**src/rtl/irq_stat2_pkg.sv**
```systemverilog
package irq_stat2_pkg;
  localparam int WORD_W  = 32;
  localparam int XV_W    = 7;
  localparam int ERR_W   = 3;
  localparam int N_LAT   = 4;

  // bit positions software decodes
  localparam int POS_TXE = 31;
  localparam int POS_RXE = 30;
  localparam int POS_XV  = 29;
  localparam int POS_DEF = 28;
  localparam int POS_PAU = 26;
  localparam int ERR_LSB = 23;
  localparam int ERR_MSB = ERR_LSB + ERR_W - 1;

  // sticky slot i sits at LAT_POS[i]
  localparam int LAT_POS [N_LAT] = '{POS_TXE, POS_RXE, POS_DEF, POS_PAU};

  typedef enum logic [ERR_W-1:0] {
    BERR_PARITY = 3'b000,
    BERR_MABORT = 3'b001,
    BERR_TABORT = 3'b010
  } berr_e;

  // error-type view: visible only while the fatal flag is up
  function automatic logic [ERR_W-1:0] err_view(input logic fatal,
                                                 input logic [ERR_W-1:0] code);
    return fatal ? code : '0;
  endfunction

  // interrupt summary from sticky slots and transceiver vector
  function automatic logic irq_sum(input logic [N_LAT-1:0] lat,
                                   input logic [XV_W-1:0] xv);
    return (|lat) | (|xv);
  endfunction
endpackage

```
**src/rtl/irq_stat2_cell.sv**
```systemverilog
module irq_stat2_cell (
  input  logic clk,
  input  logic rst_n,
  input  logic set_i,
  input  logic clr_i,
  output logic q_o
);
  // set has priority over a write-one clear
  always_ff @(posedge clk or negedge rst_n) begin
    if (!rst_n)      q_o <= 1'b0;
    else if (set_i)  q_o <= 1'b1;
    else if (clr_i)  q_o <= 1'b0;
  end

  p_set_wins_r7: assert property (@(posedge clk) disable iff (!rst_n)
    set_i |=> q_o);
  p_clear_r6: assert property (@(posedge clk) disable iff (!rst_n)
    (clr_i && !set_i) |=> !q_o);
  p_hold_r6: assert property (@(posedge clk) disable iff (!rst_n)
    (!clr_i && !set_i) |=> $stable(q_o));
endmodule

```
**src/rtl/irq_stat2_pack.sv**
```systemverilog
module irq_stat2_pack
  import irq_stat2_pkg::*;
#(
  parameter int XW = XV_W,
  parameter int EW = ERR_W
) (
  input  logic [N_LAT-1:0]  lat_i,
  input  logic [XW-1:0]     xv_i,
  input  logic              fatal_i,
  input  logic [EW-1:0]     code_i,
  output logic [WORD_W-1:0] word_o,
  output logic              irq_o
);
  always_comb begin
    word_o = '0;
    for (int i = 0; i < N_LAT; i++) word_o[LAT_POS[i]] = lat_i[i];
    word_o[POS_XV] = |xv_i;
    word_o[ERR_LSB +: EW] = err_view(fatal_i, code_i);
  end

  assign irq_o = irq_sum(lat_i, xv_i);
endmodule

```
**src/rtl/irq_stat2.sv**
```systemverilog
module irq_stat2
  import irq_stat2_pkg::*;
(
  input  logic              clk,
  input  logic              rst_n,
  input  logic              tx_early_evt,
  input  logic              tx_early_en,
  input  logic              rx_early_evt,
  input  logic              rx_early_en,
  input  logic              tx_defer_evt,
  input  logic              pause_rx_evt,
  input  logic              pause_en,
  input  logic [XV_W-1:0]   xcvr_irq_vec,
  input  logic              fatal_bus_err,
  input  logic [ERR_W-1:0]  bus_err_code,
  input  logic              wr_en,
  input  logic [WORD_W-1:0] wr_data,
  output logic [WORD_W-1:0] status_q,
  output logic              irq
);
  // qualified set events, slot order follows LAT_POS
  logic [N_LAT-1:0] set_v;
  logic [N_LAT-1:0] clr_v;
  logic [N_LAT-1:0] lat_v;

  assign set_v[0] = tx_early_evt & tx_early_en;
  assign set_v[1] = rx_early_evt & rx_early_en;
  assign set_v[2] = tx_defer_evt;
  assign set_v[3] = pause_rx_evt & pause_en;

  for (genvar g = 0; g < N_LAT; g++) begin : g_lat
    assign clr_v[g] = wr_en & wr_data[LAT_POS[g]];
    irq_stat2_cell u_cell (
      .clk   (clk),
      .rst_n (rst_n),
      .set_i (set_v[g]),
      .clr_i (clr_v[g]),
      .q_o   (lat_v[g])
    );
  end

  irq_stat2_pack #(.XW(XV_W), .EW(ERR_W)) u_pack (
    .lat_i   (lat_v),
    .xv_i    (xcvr_irq_vec),
    .fatal_i (fatal_bus_err),
    .code_i  (bus_err_code),
    .word_o  (status_q),
    .irq_o   (irq)
  );

  p_txe_gate_r2: assert property (@(posedge clk) disable iff (!rst_n)
    (!tx_early_en && !status_q[POS_TXE]) |=> !status_q[POS_TXE]);
  p_rxe_gate_r3: assert property (@(posedge clk) disable iff (!rst_n)
    (!rx_early_en && !status_q[POS_RXE]) |=> !status_q[POS_RXE]);
  p_def_set_r4: assert property (@(posedge clk) disable iff (!rst_n)
    tx_defer_evt |=> status_q[POS_DEF]);
  p_pau_gate_r5: assert property (@(posedge clk) disable iff (!rst_n)
    (!pause_en && !status_q[POS_PAU]) |=> !status_q[POS_PAU]);
  p_xcvr_live_r8: assert property (@(posedge clk) disable iff (!rst_n)
    status_q[POS_XV] == (xcvr_irq_vec != '0));
  p_err_gate_r9: assert property (@(posedge clk) disable iff (!rst_n)
    !fatal_bus_err |-> (status_q[ERR_MSB:ERR_LSB] == '0));
  p_irq_r10: assert property (@(posedge clk) disable iff (!rst_n)
    irq == (status_q[POS_TXE] | status_q[POS_RXE] | status_q[POS_XV]
            | status_q[POS_DEF] | status_q[POS_PAU]));
  p_rsvd_r11: assert property (@(posedge clk) disable iff (!rst_n)
    (status_q[27] == 1'b0) && (status_q[ERR_LSB-1:0] == '0));
endmodule

```
**config.mk**
```make
export PLATFORM = sky130hd
export DESIGN_NAME = irq_stat2
export DESIGN_NICKNAME = d
export VERILOG_FILES = /design/src/rtl/irq_stat2_pkg.sv /design/src/rtl/irq_stat2_cell.sv /design/src/rtl/irq_stat2_pack.sv /design/src/rtl/irq_stat2.sv
export SDC_FILE = /design/constraint.sdc
export NUM_CORES = 1
export LEC_CHECK = 0
export CAP_MARGIN = 30
export CORE_ASPECT_RATIO = 1.1
export CORE_MARGIN = 2
export CORE_UTILIZATION = 18
export CTS_CLUSTER_DIAMETER = 80
export CTS_CLUSTER_SIZE = 30
export DETAILED_ROUTE_END_ITERATION = 8
export HOLD_SLACK_MARGIN = 0.05
export PLACE_DENSITY = 0.87
export SLEW_MARGIN = 5
export SYNTH_ARGS = -nofsm -noshare
export SYNTH_HDL_FRONTEND = slang
export SYNTH_SLANG_ARGS = --single-unit
```
**constraint.sdc**
```tcl
create_clock -name clk -period 1.1 [get_ports clk]
set_input_delay 0.22 -clock clk [delete_from_list [all_inputs] [get_ports clk]]
set_output_delay 0.22 -clock clk [all_outputs]
set_load 0.02 [all_outputs]
```
### Word-level counts from Yosys, hierarchy flattened

Index checks and enable logic that the tools add are counted.

* bits in registers: 4
* bits of input ports: 53
* output and inout port bits: 33
* logic and storage cells: 27

* multiplexer cells: 9
* bitwise operators: 8
* reduce and logical (&&, ||, !) cells: 6

Operators by type and width (number)
* 2-to-1 mux 1 bit: 8
* nonzero test 2 bit: 4
* AND 1 bit: 7
* OR reduction 7 bit: 1
* OR reduction 4 bit: 1
* 2-to-1 mux 3 bit: 1
* bitwise OR 1 bit: 1

### Logic depth before layout (Yosys ltp)

Gate-level depths: netlist of the first run.

* word-level depth: 3
* mapped depth: 2
* depth with buffers taken out: 2

### Cells and area by module

A second synthesis of the first run with hierarchy kept.

* cell total of the unflattened synthesis: 56
* area total of the unflattened synthesis: 454.2 um2

By module, submodules not included
* irq_stat2_pack: times used 1, cells each 37, area each 265.3 um2, seq. area each 0.0 um2
* irq_stat2_cell: times used 4, cells each 3, area each 36.3 um2, seq. area each 25.0 um2
* irq_stat2: times used 1, cells each 7, area each 43.8 um2, seq. area each 0.0 um2

### Worst setup path after synthesis of the first run

Ideal clock, no wire load.

* path type: register to output
* start: reg g_lat[1].u_cell.q_o
* end: out irq
* data arrival time: 0.847 ns
* required time: 0.880 ns
* slack: 0.033 ns
* cell stages (with the launch flop): 3
* path buffers: 0
* path through: dfrtp_1 -> nor4_1 -> nand3_1

* longest elaborated chain between the ends: 2

Ends and longest elaborated chain
* start, declared: line irq_stat2_cell.sv:6 `output logic q_o`
* start signal, assigned: line irq_stat2_cell.sv:10 `if (!rst_n) q_o <= 1'b0;`
* start signal, assigned: line irq_stat2_cell.sv:11 `else if (set_i) q_o <= 1'b1;`
* start signal, assigned: line irq_stat2_cell.sv:12 `else if (clr_i) q_o <= 1'b0;`
* OR reduction 4 bit: line irq_stat2_pkg.sv:34 `return (|lat) | (|xv);`
* bitwise OR 1 bit: line irq_stat2_pkg.sv:34
* end, declared: line irq_stat2.sv:19 `output logic irq`

No other way between the ends.

### Final worst setup path of the first run

* start: reg g_lat[2].u_cell.q_o
* end: out irq

* longest elaborated chain between the ends: 2

Ends and longest elaborated chain (line)
* start, declared: irq_stat2_cell.sv:6
* start signal, assigned: irq_stat2_cell.sv:10
* start signal, assigned: irq_stat2_cell.sv:11
* start signal, assigned: irq_stat2_cell.sv:12
* OR reduction 4 bit: irq_stat2_pkg.sv:34
* bitwise OR 1 bit: irq_stat2_pkg.sv:34

No other way between the ends.

==> results_dict.tcl, run 1 <==
set metrics [dict create \
    status "finished with violations" \
    violations "negative setup slack" \
    num_rows 18 \
    post_drt_wl_per_cell_um 8.98 \
    setup_slack_ns -0.303 \
    grt_pass1_vias 343 \
    drive_above_1_share_pct 33.7 \
    cts_buffer_depth 2 \
    p_int_w 0.000442 \
    cts_max_level 1 \
    synth.yosys.seq_area_share_pct 24.2 \
    cts_made_buffers 3 \
    largest_register_ffs 4 \
    reg_top3 "g_lat.u_cell.q_o x4" \
    dp_hpwl_um 920 \
    sw_frac_of_total_pct 33.6 \
    maxCapViolCount 0 \
    die_w_um 49.7 \
    initial_utilization_pct 18.8 \
    drt-initial-drc-count 2 \
    regMostFlops "g_lat.u_cell.q_o" \
    core-area_um2 2210 \
    worstSetupStartpointType "flop" \
    post_dp_cell_area_um2 688 \
    rsz0062_at_grt "yes" \
    period_needed_ns 1.40 \
    area_growth_pct 82.2 \
    viasPerCell 3.32 \
    synth_cells 49 \
    cts_root_buf "clkbuf_4" \
    overflow 0 \
    n_fill_cell 253 \
    pwr-share-seq_pct 26.2 \
    arrival_ns 1.18 \
    post-place-ws_ns -0.758 \
    power.leakage_nw 0.371 \
    synth_area_um2 414 \
    hold_class "in2async" \
    power.total_w 0.000665 \
    ys_seq_elements 4 \
    grt_pass1_wl_mm 1.46 \
    clk_latency_ns 0.23 \
    slew_violations 0 \
    place_congestion 0.604 \
    fin_area_um2 754 \
    ys.warnings.count 0 \
    cts_tree "yes" \
    fin_skew_ns 0 \
    vias 385 \
    crit_fanout 2 \
    peakVddDrop_mv 0.480 \
    max_freq_mhz 713 \
    routed_wirelength_mm 1.04 \
    p_comb_share_pct 46.9 \
    hold_viol 0 \
    clkPwrFrac_pct 26.8 \
    ctsHoldBuffers 0 \
    io_pins 86 \
    synthDistinctLibCells 11 \
    antenna_cells 0 \
    power_density_nw_per_um2 881 \
    cts_sinks 4 \
    switching_power_w 0.000223 \
    crit_required_ns 0.88 \
    drc 0 \
    grt_start_max_net_pins 5 \
    finalSetupViolations 1 \
    avgSynthCellArea_um2 8.45 \
    cp-end-kind "output port" \
    grtUsageTotal_pct 7.82 \
    die_h_um 54.3 \
    period_share_pct 128 \
    io_buffer_count 33 \
    hold_ws_ns 0.191 \
    clkTransAtPathRegs_ns 0.04 \
    dr.pass1.iters 2 \
    ant_nets 0 \
    criticalPathCategory "reg2out" \
    dieArea_um2 2700 \
    antenna_found_initial 0 \
    final_nets 141 \
]
## cells by family after synthesis
| kind of cell | Yosys count | synth area share, % |
|---|---|---|
| and+or+nand+nor | 12 | 16.0 |
| other | 1 | 0.905 |
| buffers and inverters | 28 | 50.8 |
| DFF | 4 | 24.2 |
| AOI/OAI and AO/OA | 4 | 8.16 |
## Yosys cell counts, drive strengths merged
cell type | instances | share of area (%)
buf | 28 | 51
a21o | 1 | 1.8
nand2 | 5 | 4.5
nand3 | 1 | 1.2
conb | 1 | 0.91
nor3 | 1 | 1.2
and2 | 3 | 4.5
nor4 | 2 | 4.5
dfrtp | 4 | 24
a22o | 3 | 6.3
## power by group through the flow
| stage | sequential [W] | clock, W | combinational (W) |
|---|---|---|---|
| 6_report | 0.000175 | 0.000178 | 0.000312 |
| 5_1_grt | 0.000176 | 0.000195 | 0.000333 |
| 4_1_cts | 0.000175 | 0.000192 | 0.000305 |
| 3_5_place_dp | 0.000172 | 0 | 0.000288 |
| 3_3_place_gp | 0.000172 | 0 | 0.000283 |
| 2_1_floorplan | 0.000174 | 0 | 0.000210 |
## timing repair
action | CTS | global route
setup endpoints to repair | 9 | 6
buffers inserted | 1 | 1
resized for setup | 85 | 5
pin swaps | 7 | 3
## layout by cell type (no fill, tap or decap)
cell type and instances:
a21o_1 1, a22o_1 3, and2_4 3, buf_2 1, buf_4 4, buf_6 13, clkbuf_2 2, clkbuf_4 3
clkdlybuf4s15_1 2, clkdlybuf4s50_1 13, conb_1 24, dfrtp_1 4, dlygate4sd2_1 4, nand2_1 5, nand3_1 1, nor3_2 1
nor4_2 1, nor4_4 1
## per-stage QoR
| step | instances | setup TNS, ns | utilization, % |
|---|---|---|---|
| 6_report | 116 | -0.303 | 34.2 |
| 2_1_floorplan | 72 | 0 | - |
| 3_3_place_gp | 111 | -3.56 | 31.2 |
| 5_1_grt | 116 | -0.438 | 34.2 |
| 3_5_place_dp | 111 | -3.87 | 31.2 |
| 4_1_cts | 115 | -0.346 | 33.7 |
## critical path: stages (launching register included)
cell and delay (ns):
dfrtp_1 0.38, nor4_2 0.30, nand3_1 0.12, buf_6 0.15
## layer usage
| layer | global-route usage (%) | wire length [um] | up-vias |
|---|---|---|---|
| met4 | 6.94 | 0 | 0 |
| met1 | 6.58 | 340 | 166 |
| met3 | 1.91 | 121 | 0 |
| met2 | 15.6 | 580 | 36 |
| met5 | 0 | 0 | - |
| li1 | - | - | 183 |
## worst paths after layout
check	start	to	slack, ns	depth (start not counted)
worst max-delay path	g_lat[2].u_cell.q_o	irq	-0.30	3
worst min-delay path	rst_n	g_lat[1].u_cell.q_o	0.19	1
worst max register to register	g_lat[1].u_cell.q_o	g_lat[1].u_cell.q_o	0.16	3
worst min register to register	g_lat[2].u_cell.q_o	g_lat[2].u_cell.q_o	0.60	2
max in group asynchronous	rst_n	g_lat[0].u_cell.q_o	0.74	1
min in group clk	tx_defer_evt	g_lat[2].u_cell.q_o	0.56	2
## cell type report
type	count	area [um2]	area share (%)
timing repair buffer	39	377	49.9
tap	30	37.5	4.98
multi-input combinational	40	218	28.9
sequential	4	100	13.3
clock buffer	3	22.5	2.99
Note: power is estimated with default switching activity, not from simulation.
==> run 2: changes to the inputs <==
--- a/config.mk
+++ b/config.mk
@@ -6,14 +6,15 @@
 export NUM_CORES = 1
 export LEC_CHECK = 0
 export CAP_MARGIN = 30
-export CORE_ASPECT_RATIO = 1.1
-export CORE_MARGIN = 2
-export CORE_UTILIZATION = 18
+export CORE_AREA = 2 2 39 41
 export CTS_CLUSTER_DIAMETER = 80
 export CTS_CLUSTER_SIZE = 30
 export DETAILED_ROUTE_END_ITERATION = 8
+export DIE_AREA = 0 0 41 43
+export DONT_BUFFER_PORTS = 1
 export HOLD_SLACK_MARGIN = 0.05
-export PLACE_DENSITY = 0.87
+export PLACE_DENSITY = 0.53
+export REMOVE_ABC_BUFFERS = 1
 export SLEW_MARGIN = 5
 export SYNTH_ARGS = -nofsm -noshare
 export SYNTH_HDL_FRONTEND = slang
==> results_dict.tcl, run 2 (synthesis gave the netlist of run 1 again) <==
set metrics [dict create \
    overflow 0 \
    die_w_um 41 \
    period_share_pct 119 \
    dp_cells 64 \
    post_drt_wl_per_cell_um 10.1 \
    setup_slack_ns -0.214 \
    pwr-share-seq_pct 34.4 \
    die_h_um 43 \
    largest_register_ffs 4 \
    cts_made_buffers 3 \
    clk_latency_ns 0.23 \
    clkTransAtPathRegs_ns 0.04 \
    routed_wirelength_um 688 \
    io_pins 86 \
    final_nets 107 \
    p_int_w 0.000325 \
    power_density_nw_per_um2 1330 \
    viasPerCell 3.99 \
    cp_slowest_cell "dfrtp_1" \
    slew_violations 0 \
    criticalPathCategory "reg2out" \
    final_common_cell "conb_1" \
    io_buffer_count 0 \
    regMostFlops "g_lat.u_cell.q_o" \
    power.leakage_nw 0.198 \
    critical-path-max-stage-delay_ns 0.39 \
    initial_utilization_pct 29.9 \
    post_dp_cell_area_um2 340 \
    drc 0 \
    fin_area_um2 393 \
    whs_path_depth 1 \
    dieArea_um2 1760 \
    switching_power_w 0.000196 \
    n_fill_cell 153 \
    cts_max_level 1 \
    crit_required_ns 0.88 \
    grtUsageTotal_pct 8.06 \
    rsz0062_at_grt "yes" \
    vias 271 \
    place_congestion 0.648 \
    sw_frac_of_total_pct 37.7 \
    violations "negative setup slack" \
    reg_top3 "g_lat.u_cell.q_o x4" \
    core-area_um2 1380 \
    final_cell_count_no_fill 68 \
    grt_start_max_net_pins 5 \
    hold_class "in2reg" \
    crit_fanout 2 \
    ant_nets 0 \
    maxCapViolCount 0 \
    power.total_w 0.000521 \
    grt_pass1_vias 221 \
    hold_path_end "g_lat[2].u_cell.q_o" \
    cts_root_buf "clkbuf_4" \
    dp_hpwl_um 624 \
    cp_cell_sequence "nor4_4, nand3_2" \
    status "finished with violations" \
    grt_pass1_wl_um 814 \
    cts_buffer_depth 2 \
    worstRegToRegCells 2 \
    drt-initial-drc-count 3 \
    fin_skew_ns 0 \
    num_rows 14 \
    antenna_cells 0 \
    peakVddDrop_mv 0.494 \
    max_freq_mhz 761 \
    r2r_start "g_lat[1].u_cell.q_o" \
    worstSetupStartpointType "flop" \
    period_needed_ns 1.31 \
    r2r_slack_ns 0.22 \
    arrival_ns 1.09 \
    p_comb_share_pct 31.1 \
    antenna_found_initial 0 \
    cp-end-kind "output port" \
    dr.pass1.iters 4 \
    area_growth_pct -5.14 \
    clkPwrFrac_pct 34.5 \
    cts_tree "yes" \
    final_cell_mix "conb_1, nand2_1, dfrtp_1, buf_4" \
    utilization_pct 28.4 \
    drive_above_1_share_pct 19.2 \
    hp-start "tx_defer_evt" \
    reg2reg_to "g_lat[1].u_cell.q_o" \
    hold_viol 0 \
    finalSetupViolations 1 \
    cts_sinks 4 \
]
-- run 2: worst max path at each step --
stage / depth (start not counted) / end / start
2_1_floorplan: 2 / irq / g_lat[1].u_cell.q_o
3_3_place_gp: 2 / irq / g_lat[1].u_cell.q_o
3_5_place_dp: 2 / irq / g_lat[1].u_cell.q_o
4_1_cts: 2 / irq / g_lat[1].u_cell.q_o
5_1_grt: 2 / irq / g_lat[1].u_cell.q_o
6_report: 2 / irq / g_lat[1].u_cell.q_o
-- run 2: per-stage QoR --
| step | worst slack [ns] | TNS (ns) | hold slack, ns |
|---|---|---|---|
| 6_report | -0.214 | -0.214 | 0.0848 |
| 2_1_floorplan | -0.0679 | -0.0679 | -0.0756 |
| 3_5_place_dp | -0.110 | -0.110 | -0.0753 |
| 3_3_place_gp | -0.108 | -0.108 | -0.0753 |
| 4_1_cts | -0.274 | -0.274 | 0.0772 |
| 5_1_grt | -0.272 | -0.272 | 0.0739 |
-- run 2: critical path, delay by kind of cell (launching register included) --
kind          cells  cell delay (ns)
flops             1             0.39
simple gates      2             0.47
-- run 2: repair_timing --
action                     4_1_cts  5_1_grt
pin swaps                        1        1
setup endpoints to repair        1        1
hold endpoints to repair         4        0
buffers inserted                 0        0
resized for setup                2        1
hold buffers                     1        0
-- run 2: cell type report --
type                       instances  area, um2  share of cell area, %
timing repair buffer               5       40.0                   10.2
clock buffer                       3       22.5                   5.73
sequential                         4        100                   25.5
tap                               16       20.0                   5.10
multi-input combinational         40        210                   53.5
-- run 2: routing by layer --
| layer | GRT usage (%) | up-vias | part of all wire (%) |
|---|---|---|---|
| li1 | - | 114 | - |
| met1 | 6.82 | 110 | 30 |
| met2 | 11.3 | 45 | 43 |
| met3 | 4.19 | 2 | 26 |
| met4 | 10.0 | 0 | 1.3 |
| met5 | 0 | - | 0 |
-- run 2: power groups by stage --
stage               clock network, W  logic [W]  registers, W
detailed placement                 0   0.000155      0.000172
finish                      0.000180   0.000162      0.000179
CTS                         0.000192   0.000162      0.000173
global placement                   0   0.000155      0.000172
global route                0.000215   0.000176      0.000181
floorplan                          0   0.000102      0.000194
